==> src/rtl/pwm_pkg.sv <==
// Package: shared types for the PWM channel core.
// Assumes: a write target is a single bit (0 = duty, 1 = period).
package pwm_pkg;

    typedef enum logic {
        TGT_DUTY   = 1'b0,
        TGT_PERIOD = 1'b1
    } upd_tgt_e;

endpackage

==> src/rtl/pwm_prescaler.sv <==
// Module: pwm_prescaler
// Produces a one-cycle count tick every 2^pre_sel clocks while run is high.
// Assumes: pre_sel has already been limited to at most DIV_W by the caller.
module pwm_prescaler #(
    parameter int PRE_W = 4,
    parameter int DIV_W = 10
) (
    input  logic             clk,
    input  logic             rst_n,
    input  logic             run,
    input  logic [PRE_W-1:0] pre_sel,
    output logic             tick
);

    logic [DIV_W-1:0] div_cnt;
    logic [DIV_W-1:0] div_lim;

    // Last divider value: low pre_sel bits set.
    always_comb div_lim = ~({DIV_W{1'b1}} << pre_sel);

    // Tick when the divider reaches its limit.
    always_comb tick = run && (div_cnt == div_lim);

    // Divider: cleared while stopped and on each tick.
    always_ff @(posedge clk) begin
        if (!rst_n || !run || tick) begin
            div_cnt <= '0;
        end else begin
            div_cnt <= div_cnt + 1'b1;
        end
    end

endmodule

==> src/rtl/pwm_shadow_regs.sv <==
// Module: pwm_shadow_regs
// Holds the live duty and period counts and their update buffers.
// DUAL_UPD=1 builds one buffer per count.
// DUAL_UPD=0 builds one shared buffer with a target bit.
// Assumes: apply is high exactly at a period boundary or at a channel start.
module pwm_shadow_regs
    import pwm_pkg::*;
#(
    parameter int CNT_W    = 16,
    parameter bit DUAL_UPD = 1'b1
) (
    input  logic             clk,
    input  logic             rst_n,
    input  logic             running,
    input  logic             apply,
    input  logic [CNT_W-1:0] wr_data,
    input  logic             wr_tgt,
    input  logic             wr_direct,
    input  logic             wr_buffered,
    output logic [CNT_W-1:0] duty_act,
    output logic [CNT_W-1:0] per_act,
    output logic             pending
);

    upd_tgt_e         tgt;
    logic             take_duty;
    logic             take_per;
    logic [CNT_W-1:0] src_duty;
    logic [CNT_W-1:0] src_per;
    logic             dir_duty;
    logic             dir_per;

    // Decode the write target and the direct-load qualifiers.
    always_comb begin
        tgt      = upd_tgt_e'(wr_tgt);
        dir_duty = wr_direct && !running && (tgt == TGT_DUTY);
        dir_per  = wr_direct && !running && (tgt == TGT_PERIOD);
    end

    generate
        if (DUAL_UPD) begin : g_dual
            logic [CNT_W-1:0] buf_duty;
            logic [CNT_W-1:0] buf_per;
            logic             pend_duty;
            logic             pend_per;
            logic             wr_duty_buf;
            logic             wr_per_buf;

            // Per-target buffer write strobes.
            always_comb begin
                wr_duty_buf = wr_buffered && (tgt == TGT_DUTY);
                wr_per_buf  = wr_buffered && (tgt == TGT_PERIOD);
            end

            // Separate buffers; a write in an apply cycle stays pending.
            always_ff @(posedge clk) begin
                if (!rst_n) begin
                    buf_duty  <= '0;
                    buf_per   <= '0;
                    pend_duty <= 1'b0;
                    pend_per  <= 1'b0;
                end else begin
                    if (wr_duty_buf) buf_duty <= wr_data;
                    if (wr_per_buf)  buf_per  <= wr_data;
                    pend_duty <= (pend_duty && !apply) || wr_duty_buf;
                    pend_per  <= (pend_per  && !apply) || wr_per_buf;
                end
            end

            // Route the buffers toward the live counts.
            always_comb begin
                take_duty = apply && pend_duty;
                take_per  = apply && pend_per;
                src_duty  = buf_duty;
                src_per   = buf_per;
                pending   = pend_duty || pend_per;
            end
        end else begin : g_shared
            logic [CNT_W-1:0] buf_val;
            upd_tgt_e         buf_tgt;
            logic             pend_any;

            // Shared buffer: the last write sets both value and target.
            always_ff @(posedge clk) begin
                if (!rst_n) begin
                    buf_val  <= '0;
                    buf_tgt  <= TGT_DUTY;
                    pend_any <= 1'b0;
                end else begin
                    if (wr_buffered) begin
                        buf_val <= wr_data;
                        buf_tgt <= tgt;
                    end
                    pend_any <= (pend_any && !apply) || wr_buffered;
                end
            end

            // Route the shared buffer to its recorded target.
            always_comb begin
                take_duty = apply && pend_any && (buf_tgt == TGT_DUTY);
                take_per  = apply && pend_any && (buf_tgt == TGT_PERIOD);
                src_duty  = buf_val;
                src_per   = buf_val;
                pending   = pend_any;
            end
        end
    endgenerate

    // Live counts: buffered apply has priority over a direct load.
    always_ff @(posedge clk) begin
        if (!rst_n) begin
            duty_act <= '0;
            per_act  <= '0;
        end else begin
            if (take_duty)     duty_act <= src_duty;
            else if (dir_duty) duty_act <= wr_data;
            if (take_per)      per_act  <= src_per;
            else if (dir_per)  per_act  <= wr_data;
        end
    end

endmodule

==> src/rtl/pwm_period_ctrl.sv <==
// Module: pwm_period_ctrl
// Run/stop sequencing, the period counter and the period-start flag.
// It also captures the prescaler and polarity settings at start.
// Assumes: tick is high only while running is high.
module pwm_period_ctrl #(
    parameter int CNT_W   = 16,
    parameter int PRE_W   = 4,
    parameter int PRE_MAX = 10
) (
    input  logic             clk,
    input  logic             rst_n,
    input  logic             chan_en,
    input  logic [PRE_W-1:0] cfg_pre,
    input  logic             cfg_pol,
    input  logic             tick,
    input  logic [CNT_W-1:0] per_act,
    output logic             running,
    output logic             period_start,
    output logic             apply,
    output logic [CNT_W-1:0] cnt,
    output logic [PRE_W-1:0] pre_r,
    output logic             pol_r
);

    localparam logic [PRE_W-1:0] PRE_LIM = PRE_W'(PRE_MAX);
    localparam logic [CNT_W:0]   ONE_EXT = (CNT_W+1)'(1);

    logic start;
    logic wrap;

    // Start request, last count step of the period, and the buffer apply pulse.
    always_comb begin
        start = !running && chan_en;
        wrap  = tick && (({1'b0, cnt} + ONE_EXT) >= {1'b0, per_act});
        apply = start || (running && wrap);
    end

    // Run state, counter, period flag and captured settings.
    always_ff @(posedge clk) begin
        if (!rst_n) begin
            running      <= 1'b0;
            period_start <= 1'b0;
            cnt          <= '0;
            pre_r        <= '0;
            pol_r        <= 1'b0;
        end else begin
            period_start <= 1'b0;
            if (start) begin
                running      <= 1'b1;
                period_start <= 1'b1;
                cnt          <= '0;
                pre_r        <= (cfg_pre > PRE_LIM) ? PRE_LIM : cfg_pre;
                pol_r        <= cfg_pol;
            end else if (running && tick) begin
                if (wrap) begin
                    cnt <= '0;
                    if (chan_en) begin
                        period_start <= 1'b1;
                    end else begin
                        running <= 1'b0;
                    end
                end else begin
                    cnt <= cnt + 1'b1;
                end
            end
        end
    end

endmodule

==> src/rtl/pwm_chan_core.sv <==
// Module: pwm_chan_core (top)
// One PWM channel with double-buffered duty and period counts.
// Assumes: a synchronous active-low reset, and that the configuration inputs
// are driven by registers in the same clock domain.
module pwm_chan_core #(
    parameter int CNT_W    = 16,
    parameter int PRE_W    = 4,
    parameter int PRE_MAX  = 10,
    parameter bit DUAL_UPD = 1'b1
) (
    input  logic             clk,
    input  logic             rst_n,
    input  logic             chan_en,
    input  logic [PRE_W-1:0] cfg_pre,
    input  logic             cfg_pol,
    input  logic [CNT_W-1:0] wr_data,
    input  logic             wr_tgt,
    input  logic             wr_direct,
    input  logic             wr_buffered,
    output logic             pwm_out,
    output logic             period_start,
    output logic             upd_pending,
    output logic             running
);

    localparam int DIV_W = PRE_MAX;

    logic             tick;
    logic             apply;
    logic [CNT_W-1:0] cnt;
    logic [CNT_W-1:0] duty_act;
    logic [CNT_W-1:0] per_act;
    logic [PRE_W-1:0] pre_r;
    logic             pol_r;

    pwm_prescaler #(
        .PRE_W (PRE_W),
        .DIV_W (DIV_W)
    ) u_pre (
        .clk     (clk),
        .rst_n   (rst_n),
        .run     (running),
        .pre_sel (pre_r),
        .tick    (tick)
    );

    pwm_period_ctrl #(
        .CNT_W   (CNT_W),
        .PRE_W   (PRE_W),
        .PRE_MAX (PRE_MAX)
    ) u_ctrl (
        .clk          (clk),
        .rst_n        (rst_n),
        .chan_en      (chan_en),
        .cfg_pre      (cfg_pre),
        .cfg_pol      (cfg_pol),
        .tick         (tick),
        .per_act      (per_act),
        .running      (running),
        .period_start (period_start),
        .apply        (apply),
        .cnt          (cnt),
        .pre_r        (pre_r),
        .pol_r        (pol_r)
    );

    pwm_shadow_regs #(
        .CNT_W    (CNT_W),
        .DUAL_UPD (DUAL_UPD)
    ) u_shadow (
        .clk         (clk),
        .rst_n       (rst_n),
        .running     (running),
        .apply       (apply),
        .wr_data     (wr_data),
        .wr_tgt      (wr_tgt),
        .wr_direct   (wr_direct),
        .wr_buffered (wr_buffered),
        .duty_act    (duty_act),
        .per_act     (per_act),
        .pending     (upd_pending)
    );

    // Waveform: active once the count reaches the duty count; idle level is cfg_pol.
    always_comb pwm_out = running ? ((cnt >= duty_act) ^ pol_r) : cfg_pol;

endmodule

==> config.mk <==
export PLATFORM = sky130hd
export DESIGN_NAME = pwm_chan_core
export DESIGN_NICKNAME = d
export VERILOG_FILES = /design/src/rtl/pwm_pkg.sv /design/src/rtl/pwm_prescaler.sv /design/src/rtl/pwm_shadow_regs.sv /design/src/rtl/pwm_period_ctrl.sv /design/src/rtl/pwm_chan_core.sv
export SDC_FILE = /design/constraint.sdc
export NUM_CORES = 1
export LEC_CHECK = 0
export ABC_CLOCK_PERIOD_IN_PS = 4250
export BUFFER_PORTS_ARGS = -buffer_cell sky130_fd_sc_hd__buf_2
export CELL_PAD_IN_SITES_DETAIL_PLACEMENT = 0
export CELL_PAD_IN_SITES_GLOBAL_PLACEMENT = 1
export CORE_MARGIN = 3
export CORE_UTILIZATION = 46
export DETAILED_ROUTE_END_ITERATION = 10
export GPL_ROUTABILITY_DRIVEN = 0
export PLACE_DENSITY_LB_ADDON = 0.1
export SKIP_CTS_REPAIR_TIMING = 1
export SLEW_MARGIN = 5
export SYNTH_ARGS = -nofsm -noshare
export SYNTH_HDL_FRONTEND = slang
export SYNTH_SLANG_ARGS = --single-unit
export TNS_END_PERCENT = 100
==> constraint.sdc <==
create_clock -name clk -period 4.25 [get_ports clk]
set_input_delay 0.2125 -clock clk [delete_from_list [all_inputs] [get_ports clk]]
set_output_delay 0.2125 -clock clk [all_outputs]
set_load 0.03 [all_outputs]
## After elaboration in Yosys (flattened, before gate mapping)

Cells that the tools add are included.
Widths: inputs -> output; s select.

| storage, ports and cells | value |
|---|---|
| bits in latches | 0 |
| word-level logic and storage cells | 69 |
| bits in writable memories | 0 |
| bits in registers | 99 |
| memory bits (read-only) | 0 |
| input port bits | 27 |
| memories kept | 0 |
| output and inout bits | 4 |

| operators by class | value |
|---|---|
| order comparisons | 3 |
| $mul | 0 |
| bitwise logic cells | 4 |
| divide/modulo/power cells | 0 |
| reductions and logical operators | 29 |
| equal/unequal tests | 2 |
| $add $sub $neg | 3 |
| mux-type cells | 15 |
| shift operators | 1 |

Operators by type and width:

| kind | number |
|---|---|
| $mux 16 | 5 |
| $add 16x1->17 const B | 1 |
| $ge 17x16->1 | 1 |
| $add 16x1->16 const B | 1 |
| $ge 16x16->1 | 1 |
| $logic_and 1x1->1 | 14 |
| $add 10x1->10 const B | 1 |
| $eq 10x10->1 | 1 |
| $not 10->10 | 1 |
| $shl 10x4->10 const A | 1 |
| $mux 1 | 9 |
| $reduce_bool 2->1 | 4 |
| $logic_or 1x1->1 | 6 |
| $gt 4x4->1 const B | 1 |
| $mux 4 | 1 |
| $logic_not 1->1 | 3 |
| $reduce_and 3->1 | 1 |
| $ne 2x1->1 const B | 1 |
| $not 1->1 | 2 |
| $reduce_or 2->1 | 1 |
| $xor 1x1->1 | 1 |

## Longest topological paths before layout

Gate-level depths: netlist of the first run.

| depth | value |
|---|---|
| depth after elaboration | 10 |
| gate-level depth with buffers | 15 |
| mapped depth without buffers | 13 |

## By module

From an unflattened synthesis of the first run, not the netlist that was laid out.

| unflattened totals | value |
|---|---|
| cells, all modules | 692 |
| area, all modules | 5,469.0 µm² |

By module, submodules not included:

| module | cells each | times used | area an instance (µm²) | sequential area each (µm²) |
|---|---|---|---|---|
| pwm_shadow_regs | 332 | 1 | 2,648.8 | 1,321.3 |
| pwm_period_ctrl | 214 | 1 | 1,631.6 | 460.4 |
| pwm_prescaler | 81 | 1 | 714.4 | 200.2 |
| pwm_chan_core | 65 | 1 | 474.2 | 0.0 |

## Worst setup path after synthesis of the first run

No wires, ideal clock.

| timing path | value |
|---|---|
| path kind | flip-flop to flip-flop |
| from | reg u_ctrl.cnt[1] |
| to | reg u_shadow.duty_act[10] |
| data arrival time | 3.113 ns |
| setup time | 0.119 ns |
| period minus slack after synthesis | 3.232 ns |
| stages on the path, launching flop included | 16 |
| data required time | 4.131 ns |
| buffers on the path | 2 |
| slack | 1.018 ns |
| path through | dfxtp_1 > ha_1 > and3_1 > and4_1 > and3_1 > xor2_1 > ha_1 > nand3_1 > nor3_1 > a2111oi_0 > o211ai_1 > a41oi_4 > nand2b_4 > buf_6 > buf_6 > a21oi_1 |

| between the ends | value |
|---|---|
| cells in the longest elaborated chain, start to end | 7 |
| elaborated cells on any way between the ends | 8 |
| classes of those cells | add/sub: 1; order compare: 1; mux: 1; reduce/logical: 5 |

RTL lines:

| item | line | RTL |
|---|---|---|
| start: declaration | pwm_period_ctrl.sv:20 | `output logic [CNT_W-1:0] cnt,` |
| start signal: assignment | pwm_period_ctrl.sv:63 | `cnt <= cnt + 1'b1;` |
| $add 16x1->17 (*) | pwm_period_ctrl.sv:34 | `wrap = tick && (({1'b0, cnt} + ONE_EXT) >= {1'b0, per_act});` |
| $ge 17x16->1 (*) | pwm_period_ctrl.sv:34 |  |
| $logic_and 1x1->1 (*) | pwm_period_ctrl.sv:34 |  |
| $logic_and 1x1->1 (*) | pwm_period_ctrl.sv:35 | `apply = start \|\| (running && wrap);` |
| $logic_or 1x1->1 (*) | pwm_period_ctrl.sv:35 |  |
| $logic_and 1x1->1 (*) | pwm_shadow_regs.sv:72 | `take_duty = apply && pend_duty;` |
| $mux 16 or $reduce_bool 2->1 (tied branches) | -- |  |
| end signal: assignment | pwm_shadow_regs.sv:115 | `if (take_duty) duty_act <= src_duty;` |
| end signal: assignment | pwm_shadow_regs.sv:116 | `else if (dir_duty) duty_act <= wr_data;` |
| end: declaration | pwm_shadow_regs.sv:20 | `output logic [CNT_W-1:0] duty_act,` |

Mark *: on every way between the ends. The rest lies on a longest branch, timed or not.
A chain may end at the register's enable or synchronous reset.

## Worst setup path in the final report of the first run

| timing path | value |
|---|---|
| from | reg u_ctrl.cnt[0] |
| to | reg u_shadow.per_act[2] |

| between the ends | value |
|---|---|
| cells in the longest elaborated chain, start to end | 7 |
| elaborated cells on any way between the ends | 8 |
| classes of those cells | add/sub: 1; order compare: 1; mux: 1; reduce/logical: 5 |

RTL lines:

| item | line | RTL |
|---|---|---|
| $add 16x1->17 (*) | pwm_period_ctrl.sv:34 |  |
| $ge 17x16->1 (*) | pwm_period_ctrl.sv:34 |  |
| $logic_and 1x1->1 (*) | pwm_period_ctrl.sv:34 |  |
| $logic_and 1x1->1 (*) | pwm_period_ctrl.sv:35 |  |
| $logic_or 1x1->1 (*) | pwm_period_ctrl.sv:35 |  |
| $logic_and 1x1->1 (*) | pwm_shadow_regs.sv:73 | `take_per = apply && pend_per;` |
| $mux 16 or $reduce_bool 2->1 (tied branches) | -- |  |
| end signal: assignment | pwm_shadow_regs.sv:117 | `if (take_per) per_act <= src_per;` |
| end signal: assignment | pwm_shadow_regs.sv:118 | `else if (dir_per) per_act <= wr_data;` |
| end: declaration | pwm_shadow_regs.sv:21 | `output logic [CNT_W-1:0] per_act,` |

Marked as above.

==> out/metrics.yaml, run 1 <==
drt:
  drt_iter0_drc: 294
  drt_first_pass_iters: 5
  num_vias: 4592
  wl_per_cell_um: 15.3
  drc: 0
  avgViaCountPerCell: 5.37
  wl_um: 13100
  ant_nets: 0
setup_path:
  critPathBufInv: 1
  critical_path_required_ps: 4490
  end_kind: "flip-flop"
  worstReg2RegStart: "u_ctrl.cnt[0]"
  slowest_delay_ps: 420
  path_cells: "ha_1 > and3_1 > and4_1 > and3_1 > xor2_1 > ha_1 > nand3_1 > nor3_1 > a2111oi_0 > o211ai_1 > a41oi_4 > buf_4 > nand2b_4 > a21oi_1"
  ff2ff_setup_slack_ps: 520
  worstRegToRegCells: 14
  start_kind: "flip-flop"
  slowest_stage: "dfxtp_1"
  crit_family: "simple AND/OR/NAND/NOR gates"
  critPathArrivalTime_ps: 3970
  critPathKind: "flip-flop to flip-flop"
  reg2reg_to: "u_shadow.per_act[2]"
  cp_max_fo: 16
finish:
  antenna_cells: 0
  nets: 768
  layout-drive-gt1-share: 0.0871
  area_growth_pct: 8.99
  fin_cells: 855
  final_design_area_no_fill_mm2: 0.00596
  final_util: 0.518
clock_tree:
  cts_root_buf: "clkbuf_16"
  clk_path_buf_depth: 2
  clock_sinks: 99
  h-tree-depth: 3
  cts_tree: "done"
  clkLatencyLatePin_ps: 360
  cts_buffers: 9
  path_clk_slew_ps: 70
timing:
  worst_pin_slew_ps: 1170
  skew_ps: 9.06
  slew_headroom: 0.222
  hold_ws_ps: 113
  rsz0062_at_grt: "false"
  worst_slack_ps: 516
  final-hold-violation-count: 0
  fmax_mhz: 268
  setup_violations: 0
  min_period_ps: 3730
  setup_tns_ps: 0
  fin_crit_sh: 0.878
  final-max-slew-violation-count: 0
min_path:
  hp-start: "chan_en"
  hold_end: "u_ctrl.period_start"
  hold_path.class: "primary input to flip-flop"
  worstHoldPathCells: 2
placed_design:
  placed_cell_area_mm2: 0.00563
  place_ws_ps: 275
  io_buffers: 30
  numPlacedInstances: 834
  dp_hpwl_um: 9500
die:
  die_w_um: 115
  die_h_um: 115
  io_pins: 31
  fp-row-count: 39
  core_mm2: 0.0115
  die_area_mm2: 0.0132
  initial_core_util: 0.475
synthesis:
  synth_top_area_share: 0.362
  syn_nets: 759
  synth_edf_count: 0
  synthTopCellsByCount: "dfxtp_1, nand2_1, a21oi_1"
  yosysSeqAreaShare: 0.362
  synth_area_mm2: 0.00547
  syn-instance-count: 698
  synthTopCellsByArea: "dfxtp_1, ha_1, nand2_1"
  ys.warnings.count: 0
  synthDistinctLibCells: 43
  synth_most_common_cell: "dfxtp_1"
  ys.flop_type: "dfxtp_1"
  avgSynthCellArea_um2: 7.84
  async_reset_ff_frac: 0
  synth_area_leader_cell: "dfxtp_1"
  synth_seq_cells: 99
power_and_ir_drop:
  cellPowerDensity_mw_per_mm2: 354
  p_leak_nw: 2.38
  power_mw: 2.11
  vdd.ir_drop.worst_mv: 0.227
global_routing:
  antenna_found_initial: 0
  grtUsageTotal: 0.206
  grt_pass1_vias: 4167
  overflow: 0
  grt_max_degree: 76
  grt_pass1_wl_um: 21500
outcome:
  status: "finished clean"
flow_run:
  drv_cap: 0
==> per-layer routing <==
| metal | track usage | routed length (um) | share of wire |
|---|---|---|---|
| met5 | 0 | 0 | 0 |
| met4 | 0.0556 | 147 | 0.011 |
| met3 | 0.0505 | 521 | 0.040 |
| met2 | 0.301 | 5520 | 0.42 |
| met1 | 0.303 | 6900 | 0.53 |
==> registers in the layout, indices dropped and copies added (netlist names) <==
signal and flops:
u_ctrl.cnt 16, u_ctrl.period_start 1, u_ctrl.pol_r 1, u_ctrl.pre_r 4, u_ctrl.running 1, u_pre.div_cnt 10
u_shadow.duty_act 16, u_shadow.g_dual.buf_duty 16, u_shadow.g_dual.buf_per 16, u_shadow.g_dual.pend_duty 1, u_shadow.g_dual.pend_per 1, u_shadow.per_act 16
==> cell usage in the layout (no fill, tap or decap), types with 3 or more instances in the layout <==
cell / n
inv_1: 40
nor2_1: 41
and3_1: 8
clkbuf_16: 9
nand2b_1: 35
dfxtp_1: 99
ha_1: 34
nor2b_1: 6
o31ai_1: 4
a21boi_0: 36
nand2_1: 98
xnor2_1: 14
buf_2: 30
nor3_1: 4
a21oi_1: 71
nand4_1: 11
a21o_1: 7
o21ai_0: 67
xor2_1: 17
buf_4: 8
or3_1: 8
inv_6: 3
nand3_1: 22
mux2i_1: 3
==> cell families after synthesis <==
kind of cell / Yosys count / synth area share
simple gates: 250 / 0.222
fa+ha+maj: 34 / 0.0778
compound gates: 201 / 0.220
xor+xnor: 31 / 0.0496
buf+inv: 80 / 0.0629
flops: 99 / 0.362
mux: 3 / 0.00549
==> layout make-up <==
class                           count  area, um2
Clock inverter                      5       48.8
Tap cell                          143        179
Fill cell                        1126       5550
Clock buffer                       11        243
Timing Repair Buffer               38        210
Sequential cell                    99       1980
Multi-Input combinational cell    519       3150
Inverter                           40        150
==> worst max-delay path by stage <==
| stage | cells after the start | end | from | slack (ps) |
|---|---|---|---|---|
| after floorplan | 15 | u_shadow.duty_act[10] | u_ctrl.cnt[1] | 1020 |
| after global routing | 14 | u_shadow.per_act[2] | u_ctrl.cnt[0] | 290 |
| after CTS | 14 | u_shadow.per_act[2] | u_ctrl.cnt[0] | 270 |
| final | 14 | u_shadow.per_act[2] | u_ctrl.cnt[0] | 520 |
| after global placement | 14 | u_shadow.per_act[1] | u_ctrl.cnt[0] | 460 |
| after detailed placement | 14 | u_shadow.per_act[2] | u_ctrl.cnt[0] | 270 |
==> power by group <==
group	leakage (nW)	total (mW)	internal (mW)	switching, mW
logic	1.43	0.290	0.109	0.181
clock network	0.145	0.817	0.428	0.389
registers	0.808	1.00	0.971	0.0310
Power figures use the tool's default switching activity.
==> run 2, diff against run 1 <==
Settings changed: REMOVE_ABC_BUFFERS set to 1.
==> run 2 against run 1 <==
Compared with the run above:
- routed wire length increased by 3.1%
- sequential share of layout area about the same
- via count decreased by 0.74%
- clock skew increased by 4.7 ps
- fmax decreased by 1.7%
- critical endpoint is now u_shadow.per_act[1]
- largest power group unchanged
- highest routed layer unchanged
==> out/metrics.yaml, run 2 (synthesis results as in run 1) <==
finish:
  antenna_cells: 0  # unchanged
  nFillCells: 1129  # +0.27%
  area_growth_pct: 9.06  # about the same
  layout-drive-gt1-share: 0.0846  # -0.00245
  layout.cells.most_common: "dfxtp_1"
  nets: 765  # -0.39%
  most-common-layout-cells: "dfxtp_1, nand2_1, a21oi_1, o21ai_0, nor2_1"
clock_tree:
  clkLatencyLatePin_ps: 360  # about the same
  clock_sinks: 99  # unchanged
  path_clk_slew_ps: 70  # about the same
  h-tree-depth: 3  # unchanged
  cts_buffers: 9  # unchanged
  cts_tree: "done"
  clk_path_buf_depth: 2  # unchanged
  cts_root_buf: "clkbuf_16"
power_and_ir_drop:
  vdd.ir_drop.worst_mv: 0.249  # +9.7%
  p_leak_nw: 2.38  # about the same
  power_mw: 2.17  # +2.7%
  cellPowerDensity_mw_per_mm2: 363  # +2.6%
timing:
  worst_pin_slew_ps: 1120  # -41.8 ps
  worst_slack_ps: 453  # -63.2 ps
  fin_crit_sh: 0.893  # +0.0149
  rsz0062_at_grt: "false"
  fmax_mhz: 263  # -1.7%
  setup_tns_ps: 0  # unchanged
  hold_ws_ps: 123  # +10.8 ps
  skew_ps: 13.7  # +4.66 ps
  min_period_ps: 3800  # +63.2 ps
  setup_violations: 0  # unchanged
  final-hold-violation-count: 0  # unchanged
  slew_headroom: 0.249  # +0.0272
  final-max-slew-violation-count: 0  # unchanged
setup_path:
  critical_path_required_ps: 4490  # about the same
  end_kind: "flip-flop"
  path_cells: "nand2_1 > nor2_1 > nand3_1 > or2_2 > xnor2_1 > ha_1 > a21oi_1 > nor3_1 > a2111oi_0 > o211ai_1 > a41oi_4 > buf_4 > nand2b_4 > a21oi_1"
  critPathBufInv: 1  # unchanged
  slowest_stage: "dfxtp_1"
  slowest_delay_ps: 460  # +40 ps
  cp_max_fo: 36  # +20
  cp_common_cell: "a21oi_1"
  crit_family: "simple AND/OR/NAND/NOR gates"
  critPathKind: "flip-flop to flip-flop"
  start_kind: "flip-flop"
  critPathArrivalTime_ps: 4040  # +70 ps
drt:
  drt_iter0_drc: 313  # +6.5%
  ant_nets: 0  # unchanged
  wl_per_cell_um: 15.8  # +3.5%
  drc: 0  # unchanged
  avgViaCountPerCell: 5.35  # -0.39%
  num_vias: 4558  # -0.74%
  wl_um: 13500  # +3.1%
  drt_first_pass_iters: 7  # +2
placed_design:
  place_ws_ps: 498  # +224 ps
  dp_hpwl_um: 9630  # +1.4%
  io_buffers: 30  # unchanged
global_routing:
  grtUsageTotal: 0.214  # +0.00785
  overflow: 0  # unchanged
  grt_pass1_vias: 4172  # +0.12%
  grt_pass1_wl_um: 22300  # +4.1%
  grt_max_degree: 76  # unchanged
  antenna_found_initial: 0  # unchanged
min_path:
  hold_path.class: "primary input to flip-flop"
die:
  io_pins: 31  # unchanged
  die_w_um: 115  # unchanged
  die_h_um: 115  # unchanged
  fp-row-count: 39  # unchanged
  initial_core_util: 0.475  # unchanged
  die_area_mm2: 0.0132  # unchanged
  core_mm2: 0.0115  # unchanged
flow_run:
  drv_cap: 0  # unchanged
outcome:
  status: "finished clean"
run 2: worst reg2reg max path: stages (launching register included):
cell and delay [ps]:
dfxtp_1 460, nand2_1 90, nor2_1 370, nand3_1 220, or2_2 370, xnor2_1 130
ha_1 180, a21oi_1 120, nor3_1 60, a2111oi_0 390, o211ai_1 230, a41oi_4 270
buf_4 340, nand2b_4 340, a21oi_1 110
run 2: metal layers:
layer,track usage,share of wire,routed length [um]
met2,0.314,0.44,5890
met5,0,0,0
met3,0.0489,0.036,484
met1,0.317,0.52,7030
met4,0.0548,0.0073,99
run 2: final cells by class:
type                    instances  area (um2)  share of cell area
clock buffers                  11         253              0.0424
clock inverters                 5        65.1              0.0109
inverters                      40         150              0.0252
multi-input cells             519        3150               0.528
flip-flops and latches         99        1980               0.332
well taps                     143         179              0.0300
repair buffers                 35         188              0.0315
run 2: worst paths after layout:
kind                               start  slack (ps)  cells past startpoint                          end
min reg2reg  u_shadow.g_dual.buf_per[14]         460                      2  u_shadow.g_dual.buf_per[14]
min                           cfg_pre[0]         120                      3              u_ctrl.pre_r[0]
max reg2reg                u_ctrl.cnt[2]         450                     14          u_shadow.per_act[1]
max                        u_ctrl.cnt[2]         450                     14          u_shadow.per_act[1]
run 2: through the flow:
stage	std cells	utilization	instance area (um2)
after floorplan	658	-	5280
after global placement	836	0.491	5650
after detailed placement	836	0.491	5650
after CTS	852	0.518	5970
after global routing	852	0.518	5970
final	852	0.518	5970
run 2: where the power goes:
part / internal (mW) / total (mW) / leakage (nW) / switching [mW]
logic: 0.104 / 0.285 / 1.41 / 0.181
clock network: 0.496 / 0.879 / 0.157 / 0.382
registers: 0.971 / 1.00 / 0.808 / 0.0307
